==> src/rtl/prot_pkg.sv <==
package prot_pkg;

    typedef enum logic {
        MODE_MONITOR = 1'b0,
        MODE_USER    = 1'b1
    } prot_mode_e;

    typedef enum logic [1:0] {
        SEL_BASE  = 2'd0,
        SEL_LIMIT = 2'd1,
        SEL_TIMER = 2'd2,
        SEL_NONE  = 2'd3
    } prot_sel_e;

endpackage

==> src/rtl/prot_mode_ctrl.sv <==
module prot_mode_ctrl
    import prot_pkg::*;
(
    input  logic clk_i,
    input  logic rst_ni,
    input  logic trap_i,
    input  logic enter_user_i,
    output logic user_o
);

    typedef struct packed {
        prot_mode_e mode;
    } mode_state_t;

    mode_state_t st_d, st_q;

    // Traps win over a return to user mode.
    always_comb begin
        st_d = st_q;
        if (trap_i) begin
            st_d.mode = MODE_MONITOR;
        end else if (enter_user_i) begin
            st_d.mode = MODE_USER;
        end
    end

    always_ff @(posedge clk_i) begin
        if (!rst_ni) begin
            st_q <= '{mode: MODE_MONITOR};
        end else begin
            st_q <= st_d;
        end
    end

    assign user_o = (st_q.mode == MODE_USER);

    assert_trap_monitor_R7: assert property (@(posedge clk_i) disable iff (!rst_ni)
        trap_i |=> !user_o);

    assert_enter_user_R7: assert property (@(posedge clk_i) disable iff (!rst_ni)
        (enter_user_i && !trap_i) |=> user_o);

endmodule

==> src/rtl/prot_bound_chk.sv <==
module prot_bound_chk #(
    parameter int AW = 16
) (
    input  logic          clk_i,
    input  logic          rst_ni,
    input  logic          wr_base_i,
    input  logic          wr_limit_i,
    input  logic [AW-1:0] wr_data_i,
    input  logic [AW-1:0] addr_i,
    output logic          in_window_o
);

    localparam int EW = AW + 1;

    typedef struct packed {
        logic [AW-1:0] base;
        logic [AW-1:0] limit;
    } bound_state_t;

    bound_state_t  st_d, st_q;
    logic [EW-1:0] win_end;

    always_comb begin
        st_d = st_q;
        if (wr_base_i) begin
            st_d.base = wr_data_i;
        end
        if (wr_limit_i) begin
            st_d.limit = wr_data_i;
        end
    end

    always_ff @(posedge clk_i) begin
        if (!rst_ni) begin
            st_q <= '0;
        end else begin
            st_q <= st_d;
        end
    end

    // Window end is one bit wider than an address, so it never wraps.
    assign win_end     = {1'b0, st_q.base} + {1'b0, st_q.limit};
    assign in_window_o = (addr_i >= st_q.base) && ({1'b0, addr_i} < win_end);

    assert_empty_window_R3: assert property (@(posedge clk_i) disable iff (!rst_ni)
        (st_q.limit == '0) |-> !in_window_o);

    assert_bounds_hold_R5: assert property (@(posedge clk_i) disable iff (!rst_ni)
        !(wr_base_i || wr_limit_i) |=> $stable(st_q));

endmodule

==> src/rtl/prot_tick_timer.sv <==
module prot_tick_timer #(
    parameter int TW = 16
) (
    input  logic          clk_i,
    input  logic          rst_ni,
    input  logic          load_i,
    input  logic [TW-1:0] load_val_i,
    output logic          irq_o,
    output logic          expire_o
);

    localparam logic [TW-1:0] ONE = TW'(1);

    typedef struct packed {
        logic [TW-1:0] count;
        logic          armed;
    } tmr_state_t;

    tmr_state_t st_d, st_q;
    logic       irq_next;

    always_comb begin
        st_d = st_q;
        if (load_i) begin
            st_d.count = load_val_i;
            st_d.armed = 1'b1;
        end else if (st_q.armed && (st_q.count != '0)) begin
            st_d.count = st_q.count - ONE;
        end
        irq_next = st_d.armed && (st_d.count == '0);
    end

    always_ff @(posedge clk_i) begin
        if (!rst_ni) begin
            st_q <= '0;
        end else begin
            st_q <= st_d;
        end
    end

    assign irq_o    = st_q.armed && (st_q.count == '0);
    assign expire_o = irq_next && !irq_o;

    assert_irq_hold_R9: assert property (@(posedge clk_i) disable iff (!rst_ni)
        (irq_o && !load_i) |=> irq_o);

    assert_count_frozen_R9: assert property (@(posedge clk_i) disable iff (!rst_ni)
        (irq_o && !load_i) |=> $stable(st_q.count));

    assert_reload_clears_R9: assert property (@(posedge clk_i) disable iff (!rst_ni)
        (load_i && (load_val_i != '0)) |=> !irq_o);

    assert_no_early_irq_R8: assert property (@(posedge clk_i) disable iff (!rst_ni)
        (st_q.armed && (st_q.count > ONE) && !load_i) |=> !irq_o);

endmodule

==> src/rtl/prot_guard_unit.sv <==
module prot_guard_unit
    import prot_pkg::*;
#(
    parameter int AW = 16,
    parameter int TW = 16
) (
    input  logic          clk_i,
    input  logic          rst_ni,
    input  logic          ext_irq_i,
    input  logic          enter_user_i,
    input  logic          io_req_i,
    input  logic          wr_en_i,
    input  logic [1:0]    wr_sel_i,
    input  logic [AW-1:0] wr_data_i,
    input  logic          acc_valid_i,
    input  logic [AW-1:0] acc_addr_i,
    output logic          user_mode_o,
    output logic          acc_permit_o,
    output logic          prot_fault_o,
    output logic          timer_irq_o
);

    typedef struct packed {
        logic fault;
    } guard_state_t;

    guard_state_t st_d, st_q;

    logic          user_mode;
    logic          in_window;
    logic          priv_attempt;
    logic          priv_fault;
    logic          range_fault;
    logic          write_ok;
    logic          tmr_expire;
    logic          trap;
    logic [TW-1:0] tmr_val;

    // The timer load value is taken from the write data; the width
    // relation between timer and address picks the variant.
    generate
        if (TW <= AW) begin : g_tmr_slice
            assign tmr_val = wr_data_i[TW-1:0];
        end else begin : g_tmr_extend
            assign tmr_val = {{(TW-AW){1'b0}}, wr_data_i};
        end
    endgenerate

    always_comb begin
        priv_attempt = wr_en_i && (wr_sel_i != SEL_NONE);
        priv_fault   = user_mode && (priv_attempt || io_req_i);
        range_fault  = user_mode && acc_valid_i && !in_window;
        write_ok     = !user_mode && priv_attempt;
        st_d         = st_q;
        st_d.fault   = priv_fault || range_fault;
        trap         = st_d.fault || ext_irq_i || tmr_expire;
    end

    always_ff @(posedge clk_i) begin
        if (!rst_ni) begin
            st_q <= '0;
        end else begin
            st_q <= st_d;
        end
    end

    prot_mode_ctrl u_mode (
        .clk_i        (clk_i),
        .rst_ni       (rst_ni),
        .trap_i       (trap),
        .enter_user_i (enter_user_i),
        .user_o       (user_mode)
    );

    prot_bound_chk #(.AW(AW)) u_bound (
        .clk_i       (clk_i),
        .rst_ni      (rst_ni),
        .wr_base_i   (write_ok && (wr_sel_i == SEL_BASE)),
        .wr_limit_i  (write_ok && (wr_sel_i == SEL_LIMIT)),
        .wr_data_i   (wr_data_i),
        .addr_i      (acc_addr_i),
        .in_window_o (in_window)
    );

    prot_tick_timer #(.TW(TW)) u_timer (
        .clk_i      (clk_i),
        .rst_ni     (rst_ni),
        .load_i     (write_ok && (wr_sel_i == SEL_TIMER)),
        .load_val_i (tmr_val),
        .irq_o      (timer_irq_o),
        .expire_o   (tmr_expire)
    );

    assign user_mode_o  = user_mode;
    assign prot_fault_o = st_q.fault;
    assign acc_permit_o = acc_valid_i && (!user_mode || in_window);

    assert_fault_pulse_R4: assert property (@(posedge clk_i) disable iff (!rst_ni)
        prot_fault_o |=> !prot_fault_o);

    assert_fault_monitor_R4: assert property (@(posedge clk_i) disable iff (!rst_ni)
        prot_fault_o |-> !user_mode_o);

    assert_monitor_permit_R2: assert property (@(posedge clk_i) disable iff (!rst_ni)
        (acc_valid_i && !user_mode_o) |-> acc_permit_o);

    assert_idle_no_permit_R11: assert property (@(posedge clk_i) disable iff (!rst_ni)
        !acc_valid_i |-> !acc_permit_o);

    assert_priv_write_fault_R5: assert property (@(posedge clk_i) disable iff (!rst_ni)
        (user_mode_o && wr_en_i && (wr_sel_i != SEL_NONE)) |=> prot_fault_o);

    assert_io_fault_R6: assert property (@(posedge clk_i) disable iff (!rst_ni)
        (user_mode_o && io_req_i) |=> prot_fault_o);

    assert_monitor_no_fault_R6: assert property (@(posedge clk_i) disable iff (!rst_ni)
        !user_mode_o |=> !prot_fault_o);

    assert_expiry_monitor_R10: assert property (@(posedge clk_i) disable iff (!rst_ni)
        $rose(timer_irq_o) |-> !user_mode_o);

endmodule

==> config.mk <==
export PLATFORM = sky130hd
export DESIGN_NAME = prot_guard_unit
export DESIGN_NICKNAME = d
export VERILOG_FILES = /design/src/rtl/prot_pkg.sv /design/src/rtl/prot_mode_ctrl.sv /design/src/rtl/prot_bound_chk.sv /design/src/rtl/prot_tick_timer.sv /design/src/rtl/prot_guard_unit.sv
export SDC_FILE = /design/constraint.sdc
export NUM_CORES = 1
export LEC_CHECK = 0
export BUFFER_PORTS_ARGS = -buffer_cell sky130_fd_sc_hd__clkbuf_2
export CORE_MARGIN = 2
export CORE_UTILIZATION = 55
export DETAILED_ROUTE_END_ITERATION = 7
export PLACE_DENSITY = 0.76
export SYNTH_ARGS = -nofsm -noshare
export SYNTH_HDL_FRONTEND = slang
export SYNTH_HIERARCHICAL = 1
export SYNTH_SLANG_ARGS = --single-unit
==> constraint.sdc <==
create_clock -name clk_i -period 7.9 [get_ports clk_i]
set_clock_uncertainty 0.15 [all_clocks]
set_input_delay 0 -clock clk_i [delete_from_list [all_inputs] [get_ports clk_i]]
set_output_delay 0 -clock clk_i [all_outputs]
set_load 0.05 [all_outputs]
==> flow_metrics.env <==
export IMPL_status="complete, no violations"
export IMPL_placed_area_sq_um=4180
export IMPL_antenna_found_initial=0
export IMPL_numCtsBuffers=5
export IMPL_num_antenna_cells=0
export IMPL_final_cell_mix="dfxtp_1, ha_1, clkbuf_2"
export IMPL_port_buffers=44
export IMPL_insertion_delay_ns=0.31
export IMPL_die_y_um=88.2
export IMPL_yosysSeqAreaShare=0.262
export IMPL_path_buf_inv=3
export IMPL_netlist_area_sq_um=3890
export IMPL_finalHoldViolCount=0
export IMPL_rsz0062_at_grt="false"
export IMPL_ir_worst_vdd_mv=0.0873
export IMPL_slowest_stage="dlygate4sd3_1"
export IMPL_grt_pass1_vias=3197
export IMPL_drc=0
export IMPL_fin_area_sq_um=4480
export IMPL_layout_commonest_cell="dfxtp_1"
export IMPL_period_minus_slack_ns=5.71
export IMPL_ys_ff_latch=51
export IMPL_setup_tns_ns=0
export IMPL_p_leak_nw=1.82
export IMPL_dp_cells=567
export IMPL_worst_path_max_fanout=4
export IMPL_io_pins=45
export IMPL_ys_types=71
export IMPL_die_x_um=88.2
export IMPL_max_stage_delay_ns=0.58
export IMPL_clockBufferDepth=2
export IMPL_hold_path_class="primary input to register"
export IMPL_clockRootBuffer="clkbuf_8"
export IMPL_synthesis_nets=533
export IMPL_drv_slew=0
export IMPL_clock_sinks=51
export IMPL_critPathKind="register to register"
export IMPL_grt_max_degree=40
export IMPL_grt_pass1_wl_um=15000
export IMPL_grt_overflow_total=0
export IMPL_clkTransAtPathRegs_ns=0.10
export IMPL_yosys_warnings=6
export IMPL_rrSetupSlack_ns=2.19
export IMPL_critPathArrivalTime_ns=5.82
export IMPL_dr_pass1_iters=5
export IMPL_synthCells=442
export IMPL_tightest_slew_ns=0.856
export IMPL_setup_viol=0
export IMPL_power_density_nw_per_um2=138
export IMPL_path_cells="ha_1, fa_1, a211o_1, a21oi_2, o21ai_2, a41oi_2, xor2_1, ha_1, a21o_1, a21oi_1, nand4_1, a221o_1, a31oi_1, clkinv_1, a221o_1, a211o_1, dlygate4sd3_1, nor3b_2, dlygate4sd3_1"
export IMPL_gp_congestion=0.924
export IMPL_reg2reg_from="u_bound/st_q[16]"
export IMPL_start_util=0.570
export IMPL_whs_ns=0.207
export IMPL_ctsHtreeMaxLevel=2
export IMPL_post_route_period_util=0.723
export IMPL_num_vias=3493
export IMPL_core_sq_um=6830
export IMPL_avgSynthCellArea_sq_um=8.81
export IMPL_drv_cap=0
export IMPL_drive_gt1_frac=0.150
export IMPL_p_total_w=0.000618
export IMPL_max_freq_mhz=175
export IMPL_r2r_cells=19
export IMPL_final_antenna_net_count=0
export IMPL_r2r_end="u_mode/user_o"
export IMPL_worstSetupEndpointType="register"
export IMPL_area_delta_synth_final_pct=15.1
export IMPL_drt_total_wl_um=9200
export IMPL_relSlewSlack=0.424
export IMPL_cp_required_ns=8.01
export IMPL_endpoint="u_mode/user_o"
export IMPL_avgRoutedWirePerCell_um=15.4
export IMPL_hpwl_um=7010
export IMPL_async_flop_share=0
export IMPL_synth_ff_type="dfxtp_1"
export IMPL_grt_usage=0.242
export IMPL_fin_nets=590
export IMPL_synth_edf_count=0
export IMPL_startpoint_type="register"
export IMPL_cts_tree="done"
export IMPL_layout_cells_non_filler=596
export IMPL_num_rows=30
export IMPL_post_cts_resize_count=0
export IMPL_worstSetupStartpoint="u_bound/st_q[16]"
export IMPL_path_depth=19
export IMPL_dieArea_sq_um=7770
export IMPL_viasPerCell=5.86
export IMPL_critPathTopFamily="compound AO/OA/AOI/OAI gates"
export IMPL_drtIter0Drc=266
==> worst min-delay path by stage <==
stage                 from               end  slack (ns)  cells after the start
2_1_floorplan       rst_ni  u_bound/st_q[15]       -0.02                      1
3_3_place_gp     ext_irq_i     u_mode/user_o        0.12                      3
3_5_place_dp     ext_irq_i     u_mode/user_o        0.12                      3
4_1_cts             rst_ni  u_timer/st_q[14]        0.19                      2
5_1_grt        wr_sel_i[0]  u_bound/st_q[26]        0.23                      5
6_report            rst_ni  u_timer/st_q[14]        0.21                      2
==> routing by layer <==
layer  vias to the layer above  wire length, um  GRT usage
li1                       1744                -          -
met1                      1631             4160      0.330
met2                       109             4490      0.413
met3                         9              491     0.0302
met4                         0               51     0.0468
met5                         -                0          0
==> worst reg2reg max path: stages, from the launching register on <==
cell and delay [ns]:
dfxtp_1 0.34, ha_1 0.22, fa_1 0.44, a211o_1 0.30, a21oi_2 0.18, o21ai_2 0.09
a41oi_2 0.31, xor2_1 0.21, ha_1 0.27, a21o_1 0.16, a21oi_1 0.19, nand4_1 0.12
a221o_1 0.33, a31oi_1 0.25, clkinv_1 0.14, a221o_1 0.37, a211o_1 0.30, dlygate4sd3_1 0.58
nor3b_2 0.17, dlygate4sd3_1 0.55
==> area by class of cell <==
type	instances	area [sq um]
sequential	51	1020
timing repair buffer	66	438
clock inverter	2	16.3
clock buffer	6	82.6
tap	96	120
multi-input combinational	348	2710
fill	611	2350
inverter	27	101
==> synthesized netlist by cell type, types with 3 or more instances <==
library cell | instances | share of area
nor2_1 | 31 | 0.030
nor3_1 | 6 | 0.0077
nor3b_1 | 3 | 0.0058
nor4_1 | 6 | 0.0096
inv_1 | 26 | 0.025
buf_2 | 5 | 0.0064
or2_2 | 3 | 0.0048
clkbuf_1 | 10 | 0.0096
o22ai_1 | 3 | 0.0048
nand2b_1 | 7 | 0.011
a21oi_1 | 20 | 0.026
xor2_1 | 9 | 0.020
or4_1 | 3 | 0.0058
nor2b_1 | 33 | 0.053
mux2i_1 | 33 | 0.085
o21bai_1 | 5 | 0.0096
o211ai_1 | 5 | 0.0096
a211oi_1 | 6 | 0.012
nand2_1 | 14 | 0.013
xnor2_1 | 8 | 0.018
nand3_1 | 4 | 0.0051
a21o_1 | 8 | 0.015
o21ai_0 | 19 | 0.024
o21a_1 | 5 | 0.0096
dfxtp_1 | 51 | 0.26
a22oi_1 | 3 | 0.0058
ha_1 | 49 | 0.16
nand4_1 | 7 | 0.011
o31ai_1 | 6 | 0.012
==> flip-flops by register name, summed over array words and instances, names as in the netlist <==
register       cells
u_timer/st_q      17
u_bound/st_q      32
prot_fault_o       1
u_mode/user_o      1
==> stage by stage <==
step                setup WS (ns)  utilization
floorplan                    3.54            -
global placement             3.53        0.611
detailed placement           3.37        0.611
CTS                          2.25        0.656
global route                 1.84        0.656
finish                       2.19        0.656
==> power by group <==
part | switching, W | internal, W | total [W]
clock network | 0.0000891 | 0.0000717 | 0.000161
registers | 0.0000147 | 0.000270 | 0.000285
logic | 0.0000949 | 0.0000777 | 0.000173
total | 0.000199 | 0.000419 | 0.000618
==> cells by family (layout without fill, tap and decap cells) <==
kind of cell,after synthesis,after routing,share of synthesized area
and+or+nand+nor,139,139,0.210
AOI/OAI and AO/OA,109,109,0.197
DFF,51,51,0.262
adders and majority gates,50,50,0.163
buffers and inverters,43,101,0.0450
muxes,33,33,0.0848
xor gates and xnor gates,17,17,0.0382
==> what timing repair did <==
action                                 4_1_cts  5_1_grt
hold buffers                                21        0
buffers inserted                             0        0
endpoints found under the hold margin       48        0
Note: power is estimated with default switching activity, not from simulation.
